**config.mk**
```make
export PLATFORM = sky130hd
export DESIGN_NAME = rns_fwd_conv
export DESIGN_NICKNAME = d
export VERILOG_FILES = /design/src/rtl/rns_fwd_pkg.sv /design/src/rtl/rns_add_m1.sv /design/src/rtl/rns_add_p1.sv /design/src/rtl/rns_fwd_conv.sv
export SDC_FILE = /design/constraint.sdc
export NUM_CORES = 1
export LEC_CHECK = 0
export ABC_AREA = 1
export ABC_CLOCK_PERIOD_IN_PS = 4390
export BUFFER_PORTS_ARGS = -buffer_cell sky130_fd_sc_hd__buf_2
export CELL_PAD_IN_SITES_DETAIL_PLACEMENT = 0
export CELL_PAD_IN_SITES_GLOBAL_PLACEMENT = 1
export CORE_MARGIN = 2
export CORE_UTILIZATION = 30
export DETAILED_ROUTE_END_ITERATION = 12
export PLACE_DENSITY = 0.69
export SYNTH_ARGS = -nofsm -noshare
export SYNTH_HDL_FRONTEND = slang
export SYNTH_HIERARCHICAL = 1
export SYNTH_SLANG_ARGS = --single-unit
```
**constraint.sdc**
```tcl
create_clock -name clk -period 4.39 [get_ports clk]
set_input_delay 0.2195 -clock clk [delete_from_list [all_inputs] [get_ports clk]]
set_output_delay 0.2195 -clock clk [all_outputs]
set_load 0.03 [all_outputs]
```
**src/rtl/rns_fwd_pkg.sv**
```systemverilog
package rns_fwd_pkg;
    // Modulus values for a given slice width
    function automatic int mod_minus(input int n);
        return (1 << n) - 1;
    endfunction

    function automatic int mod_plus(input int n);
        return (1 << n) + 1;
    endfunction
endpackage

```
**src/rtl/rns_add_m1.sv**
```systemverilog
module rns_add_m1 #(
    parameter int N = 8
) (
    input  logic [N-1:0] a,
    input  logic [N-1:0] b,
    output logic [N-1:0] s
);
    import rns_fwd_pkg::*;

    localparam logic [N:0] MODV = (N+1)'(mod_minus(N));

    logic [N:0] sum_d;
    logic [N:0] red_d;

    always_comb begin
        sum_d = {1'b0, a} + {1'b0, b};
        if (sum_d >= MODV) begin
            red_d = sum_d - MODV;
        end else begin
            red_d = sum_d;
        end
        s = red_d[N-1:0];
    end

    // the reduced sum never carries past n bits
    always_comb begin
        a_r2_no_overflow: assert (red_d[N] == 1'b0);
    end
endmodule

```
**src/rtl/rns_add_p1.sv**
```systemverilog
module rns_add_p1 #(
    parameter int N = 8
) (
    input  logic [N:0] a,
    input  logic [N:0] b,
    output logic [N:0] s
);
    import rns_fwd_pkg::*;

    localparam logic [N+1:0] MODV = (N+2)'(mod_plus(N));

    logic [N+1:0] sum_d;
    logic [N+1:0] red_d;

    always_comb begin
        sum_d = {1'b0, a} + {1'b0, b};
        if (sum_d >= MODV) begin
            red_d = sum_d - MODV;
        end else begin
            red_d = sum_d;
        end
        s = red_d[N:0];
    end

    // operands in range give a result below the modulus
    always_comb begin
        if ({1'b0, a} < MODV && {1'b0, b} < MODV) begin
            a_r3_sum_in_range: assert (red_d < MODV);
        end
    end
endmodule

```
**src/rtl/rns_fwd_conv.sv**
```systemverilog
module rns_fwd_conv #(
    parameter int N  = 8,
    parameter int DW = 10
) (
    input  logic          clk,
    input  logic          rst,
    input  logic          in_valid,
    input  logic [DW-1:0] in_data,
    output logic          out_valid,
    output logic [N-1:0]  res_m1,
    output logic [N-1:0]  res_pow,
    output logic [N:0]    res_p1
);
    import rns_fwd_pkg::*;

    localparam int         XW     = 3 * N;
    localparam logic [N:0] MOD_P1 = (N+1)'(mod_plus(N));

    typedef struct packed {
        logic         vld;
        logic [N-1:0] m1;
        logic [N-1:0] pw;
        logic [N:0]   p1;
    } res_t;

    res_t state_d, state_q;

    logic [XW-1:0] ext_d;
    logic [N-1:0]  blk_hi, blk_mid, blk_lo;
    logic [N:0]    neg_mid;
    logic [N-1:0]  m1_first, m1_second;
    logic [N:0]    p1_first, p1_second;

    // Zero-extend the input and cut it into slices
    always_comb begin
        ext_d          = '0;
        ext_d[DW-1:0]  = in_data;
        blk_hi         = ext_d[3*N-1:2*N];
        blk_mid        = ext_d[2*N-1:N];
        blk_lo         = ext_d[N-1:0];
        if (blk_mid == '0) begin
            neg_mid = '0;
        end else begin
            neg_mid = MOD_P1 - {1'b0, blk_mid};
        end
    end

    // Modulo 2^n-1 chain: hi + mid, then + lo
    rns_add_m1 #(.N(N)) u_m1_a (.a(blk_hi),   .b(blk_mid), .s(m1_first));
    rns_add_m1 #(.N(N)) u_m1_b (.a(m1_first), .b(blk_lo),  .s(m1_second));

    // Modulo 2^n+1 chain: hi - mid, then + lo
    rns_add_p1 #(.N(N)) u_p1_a (.a({1'b0, blk_hi}), .b(neg_mid),         .s(p1_first));
    rns_add_p1 #(.N(N)) u_p1_b (.a(p1_first),       .b({1'b0, blk_lo}),  .s(p1_second));

    always_comb begin
        state_d     = state_q;
        state_d.vld = in_valid;
        if (in_valid) begin
            state_d.pw = blk_lo;
            state_d.m1 = (m1_second == '1) ? '0 : m1_second;
            state_d.p1 = p1_second;
        end
    end

    always_ff @(posedge clk) begin
        if (rst) begin
            state_q <= '0;
        end else begin
            state_q <= state_d;
        end
    end

    assign out_valid = state_q.vld;
    assign res_m1    = state_q.m1;
    assign res_pow   = state_q.pw;
    assign res_p1    = state_q.p1;

    // out_valid tracks in_valid one clock later
    a_r6_valid_follows: assert property (@(posedge clk) disable iff (rst)
        in_valid |=> out_valid);
    a_r6_idle_follows: assert property (@(posedge clk) disable iff (rst)
        !in_valid |=> !out_valid);

    // low residue is the low slice of the captured word
    a_r1_low_slice: assert property (@(posedge clk) disable iff (rst)
        in_valid |=> (res_pow == $past(in_data[N-1:0])));

    // canonical form, the all-ones value is never shown
    a_r2_canonical: assert property (@(posedge clk) disable iff (rst)
        out_valid |-> (res_m1 != '1));

    // residue stays within 0 .. 2^n
    a_r3_range: assert property (@(posedge clk) disable iff (rst)
        out_valid |-> (res_p1 < MOD_P1));

    // outputs hold on idle cycles
    a_r8_hold: assert property (@(posedge clk) disable iff (rst)
        !in_valid |=> ($stable(res_m1) && $stable(res_pow) && $stable(res_p1)));
endmodule

```
======== Word level (Yosys, flattened, before mapping) ========
Cells that the tools add are included.
word-level totals
  register bits ........................... 26
  bits of input ports ..................... 13
  output and inout port bits .............. 26
  word-level logic and storage cells ...... 23
operators by class
  add/subtract/negate cells ............... 7
  magnitude comparators ................... 4
  equality and inequality tests ........... 1
  muxes and demuxes ....................... 6
  reduce and logical (&&, ||, !) cells .... 1
operator list
  kind                                                                     number
  9-bit 2-to-1 mux                                                         3
  8-bit 2-to-1 mux                                                         3
  9-bit subtractor (second input constant)                                 2
  9-bit by 8-bit adder with 10-bit output                                  1
  10-bit by 9-bit >= comparator with 1-bit output (second input constant)  1
  8-bit by 8-bit adder with 9-bit output                                   1
  9-bit by 8-bit >= comparator with 1-bit output (second input constant)   1
  9-bit >= comparator (second input constant)                              1
  9-bit by 2-bit subtractor with 9-bit output (first input constant)       1
  8-bit equality test (second input constant)                              1
  2-bit by 8-bit >= comparator with 1-bit output (second input constant)   1
  2-bit by 8-bit subtractor with 8-bit output (second input constant)      1
  8-bit subtractor (second input constant)                                 1
  2-bit logical NOT                                                        1

======== Longest topological paths before layout ========
  word-level depth ........................ 7
  mapped depth ............................ 32

======== Cells and area by module ========
The synthesis kept the hierarchy.
by module, submodules not included
  module               instances  cells each  area each (µm²)  seq. area each (µm²)
  rns_add_m1           2          125         777.0            0.0
  rns_fwd_conv         1          123         940.9            520.5
  rns_add_p1 (u_p1_a)  1          154         892.1            0.0
  rns_add_p1 (u_p1_b)  1          150         810.8            0.0

======== Least setup slack after synthesis ========
OpenSTA, ideal clock, no wires.
  path type ............................... input to register
  start ................................... in in_data[9]
  end ..................................... reg state_q (netlist bit res_p1[6])
  data arrival time ....................... 3.594 ns
  data required time ...................... 4.274 ns
  setup slack ............................. 0.680 ns
  stages .................................. 27
  path through ............................ clkbuf_1 fa_1 inv_1 ha_1 inv_1 nor2_1 nand3b_1 nor2_4 nand2_4 nand2_8 nand2_8 nand2_2 nand2_1 ha_1 fa_1 or2_2 nand2_1 inv_1 nand3_1 nor2_2 inv_1 nor2_1 xor2_1 nand2_1 nand2_1 nor2_1 nor2_1
between the ends
  longest elaborated chain between the ends .. 7
  elaborated cells between the ends (all ways) .. 10
  those cells by class .................... 4 x add/sub; 2 x order compare; 3 x mux; 1 x reduce/logical
RTL lines
  item                                                                                 line                                    source
  from (decl)                                                                          rns_fwd_conv.sv:8                       input logic [DW-1:0] in_data,
  9-bit by 2-bit subtractor with 9-bit output or 2-bit logical NOT (tied branches)     rns_fwd_conv.sv:44, rns_fwd_conv.sv:41
  9-bit 2-to-1 mux *                                                                   rns_fwd_conv.sv:41                      if (blk_mid == '0) begin
  9-bit >= comparator or 9-bit subtractor (tied branches)                              rns_add_p1.sv:17, rns_add_p1.sv:18
  9-bit 2-to-1 mux *                                                                   rns_add_p1.sv:17                        if (sum_d >= MODV) begin
  net p1_first[0]                                                                      rns_fwd_conv.sv:32                      logic [N:0] p1_first, p1_second;
  9-bit by 8-bit adder with 10-bit output *                                            rns_add_p1.sv:16                        sum_d = {1'b0, a} + {1'b0, b};
  9-bit subtractor or 10-bit by 9-bit >= comparator with 1-bit output (tied branches)  rns_add_p1.sv:18, rns_add_p1.sv:17
  9-bit 2-to-1 mux *                                                                   rns_add_p1.sv:17
  net p1_second[6]                                                                     rns_fwd_conv.sv:32
  to (signal assigned)                                                                 rns_fwd_conv.sv:70                      state_q <= state_d;
  to (decl)                                                                            rns_fwd_conv.sv:26                      res_t state_d, state_q;
The timed path passes the listed nets; every way through them passes the cells marked *.
A chain may end at the register's enable or synchronous reset.

======== Worst setup path after layout ========
  start ................................... in in_data[9]
  end ..................................... reg state_q (netlist bit res_p1[8])
The elaborated chain is that of the path after synthesis.

==> run summary <==
CTS Sinks - 26
flops & latches, synth - 26
total core area - 0.0138 mm^2
post-DP HPWL - 8340 um
Reg2Reg Setup Slack - 3.74 ns
worst-margin pin slew - 0.634 ns
layout cells sized above 1 - 0.176
hold crit path type - in2reg
starting density of the core - 0.305
leak pwr - 2.71 nW
largest net degree at the start of global routing - 35
status - completed
Worst Skew - 0 ns
CTS resizes - 0
root buffer cell - clkbuf_16
Clk pwr share - 0.120
cell area after synthesis - 0.00420 mm^2
Synth cell types - 38
Final setup viols - 0
max_cap viols - 0
Place WS - 0.299 ns
TritonCTS Buffers - 3
number of synthesized flops with an enable pin - 0
die height - 122 um
vias in the first global route - 3950
CP Class - in2reg
synthesis-to-layout area growth - 13.3%
Final Hold Fails - 0
Critical-path top delay cell - fa_1
H-tree depth - 1
Period minus WS final - 3.80 ns
clk_lat worst skew - 0.26 ns
CP max FO - 12
Switching Share - 0.527
Max IR drop VDD - 0.188 mV
detailed-route DRC error count - 0
Final period util - 0.866
launch point of the critical path - in_data[9]
commonest cells after routing, fill and taps aside - nand2_1, inv_1, nor2_1
Hold Buf Count CTS - 0
CTS tree - built
initial DRC count - 172
commonest non-fill, non-tap cell in the layout - nand2_1
layout filler cell count - 1569
beginning of the worst register-to-register path - res_m1[0]$_SDFFE_PP0P_
Worst Path Buf+Inv - 4
WL final - 9650 um
total die area - 0.0150 mm^2
hold_ws - 0.124 ns
slew margin rel. - 0.577
Post-CTS Setup Inserts - 0
sw power - 980 uW
setup TNS - 0 ns
GP Congestion - 0.809
Placement Rows - 43
Synth warnings - 6
initial antenna violation count - 0
first-pass GRT wire length - 17300 um
asr flop ratio synth - 0
combinational share of power - 0.724
First-pass DRT Iterations - 4
final worst slack - 0.586 ns
WL/cell - 10.5 um
critical path arrival - 3.96 ns
synthesized netlist cell count - 677
# port buffers - 38
CTS max path bufs - 2
ys flop type - dfxtp_1
grt total ovfl - 0
Seq pwr share - 0.156
post-route ant nets - 0
Worst path max stage delay - 0.50 ns
Req. time, crit path - 4.54 ns
Max Fclk - 263 MHz
Diodes inserted - 0
Setup crit end kind - flip-flop
Pint - 878 uW
min-delay src - rst
Vias/cell - 4.57
via count - 4188
unrepaired setup endpoints after global routing - false
CP delay by family, top - simple AND/OR/NAND/NOR gates
# IOs - 39
register area share after synthesis - 0.124
die span in x - 122 um
Max Slew Vio Count - 0
Syn Area/Cell - 6.20 um^2
Pwr per Cell Area - 391 mW/mm^2
startpoint types - input port
Net count, final - 795
cell repeated most along the worst path - nand2_1
Clock transition at path regs - 0.06 ns
GRT Util Overall - 0.136
-- path summary, 6_finish.rpt --
| path | end | depth (start not counted) |
|---|---|---|
| worst max-delay path | res_p1[8]$_SDFFE_PP0P_ | 27 |
| worst min-delay path | out_valid$_SDFF_PP0_ | 2 |
| worst max register to register | res_m1[0]$_SDFFE_PP0P_ | 2 |
| worst min register to register | res_pow[6]$_SDFFE_PP0P_ | 2 |
-- flip-flops by register name, summed over array words and instances (netlist names) --
signal / cells
res_pow: 8
res_m1: 8
out_valid: 1
res_p1: 9
-- final cells by class --
type / instances / area (um^2) / area share
Tap cell: 180 / 225 / 0.0474
Inverter: 104 / 390 / 0.0821
Clock buffer: 4 / 88.8 / 0.0187
Timing Repair Buffer: 38 / 190 / 0.0400
Multi-Input combinational cell: 565 / 3340 / 0.702
Sequential cell: 26 / 520 / 0.109
-- metal layers --
metal / wire (um) / track usage
met1: 4800 / 0.182
met2: 4470 / 0.239
met3: 320 / 0.0195
met4: 55 / 0.0172
met5: 0 / 0
-- logic make-up (layout without fill, tap and decap cells) --
logic type	count (synthesis)	in the layout	synth area share
XOR/XNOR	15	15	0.0313
flip-flops	26	26	0.124
AO/OA/AOI/OAI	65	65	0.0960
adder cells (fa/ha/maj)	44	44	0.138
buffers and inverters	111	146	0.103
AND/OR/NAND/NOR	415	415	0.507
other	1	26	0.000893
-- Yosys cell counts (all sizes together) (3+ instances only) --
cell type | n | area share
a21o | 4 | 0.0072
a21oi | 24 | 0.041
buf | 6 | 0.0089
dfxtp | 26 | 0.12
fa | 4 | 0.019
ha | 40 | 0.12
inv | 104 | 0.093
nand2 | 237 | 0.25
nand3 | 67 | 0.10
nand3b | 6 | 0.013
nand4 | 25 | 0.052
nor2 | 71 | 0.080
nor3 | 4 | 0.0048
o21ai | 31 | 0.037
or2 | 3 | 0.0051
xor2 | 15 | 0.031
-- stage by stage --
step,utilization,total power [mW],cells,cell area [um^2]
6_report,0.345,1.86,917,4750
5_1_grt,0.345,2.08,917,4750
4_1_cts,0.345,1.85,917,4750
3_5_place_dp,0.339,1.63,913,4670
3_3_place_gp,0.339,1.62,913,4670
2_1_floorplan,-,1.40,702,4290
-- power groups by stage --
stage	clock network (mW)	logic, mW	registers, mW
floorplan	0	1.04	0.368
global placement	0	1.33	0.294
detailed placement	0	1.33	0.295
CTS	0.226	1.33	0.290
global route	0.239	1.55	0.295
finish	0.223	1.35	0.290
(Power assumes the default switching activity.)
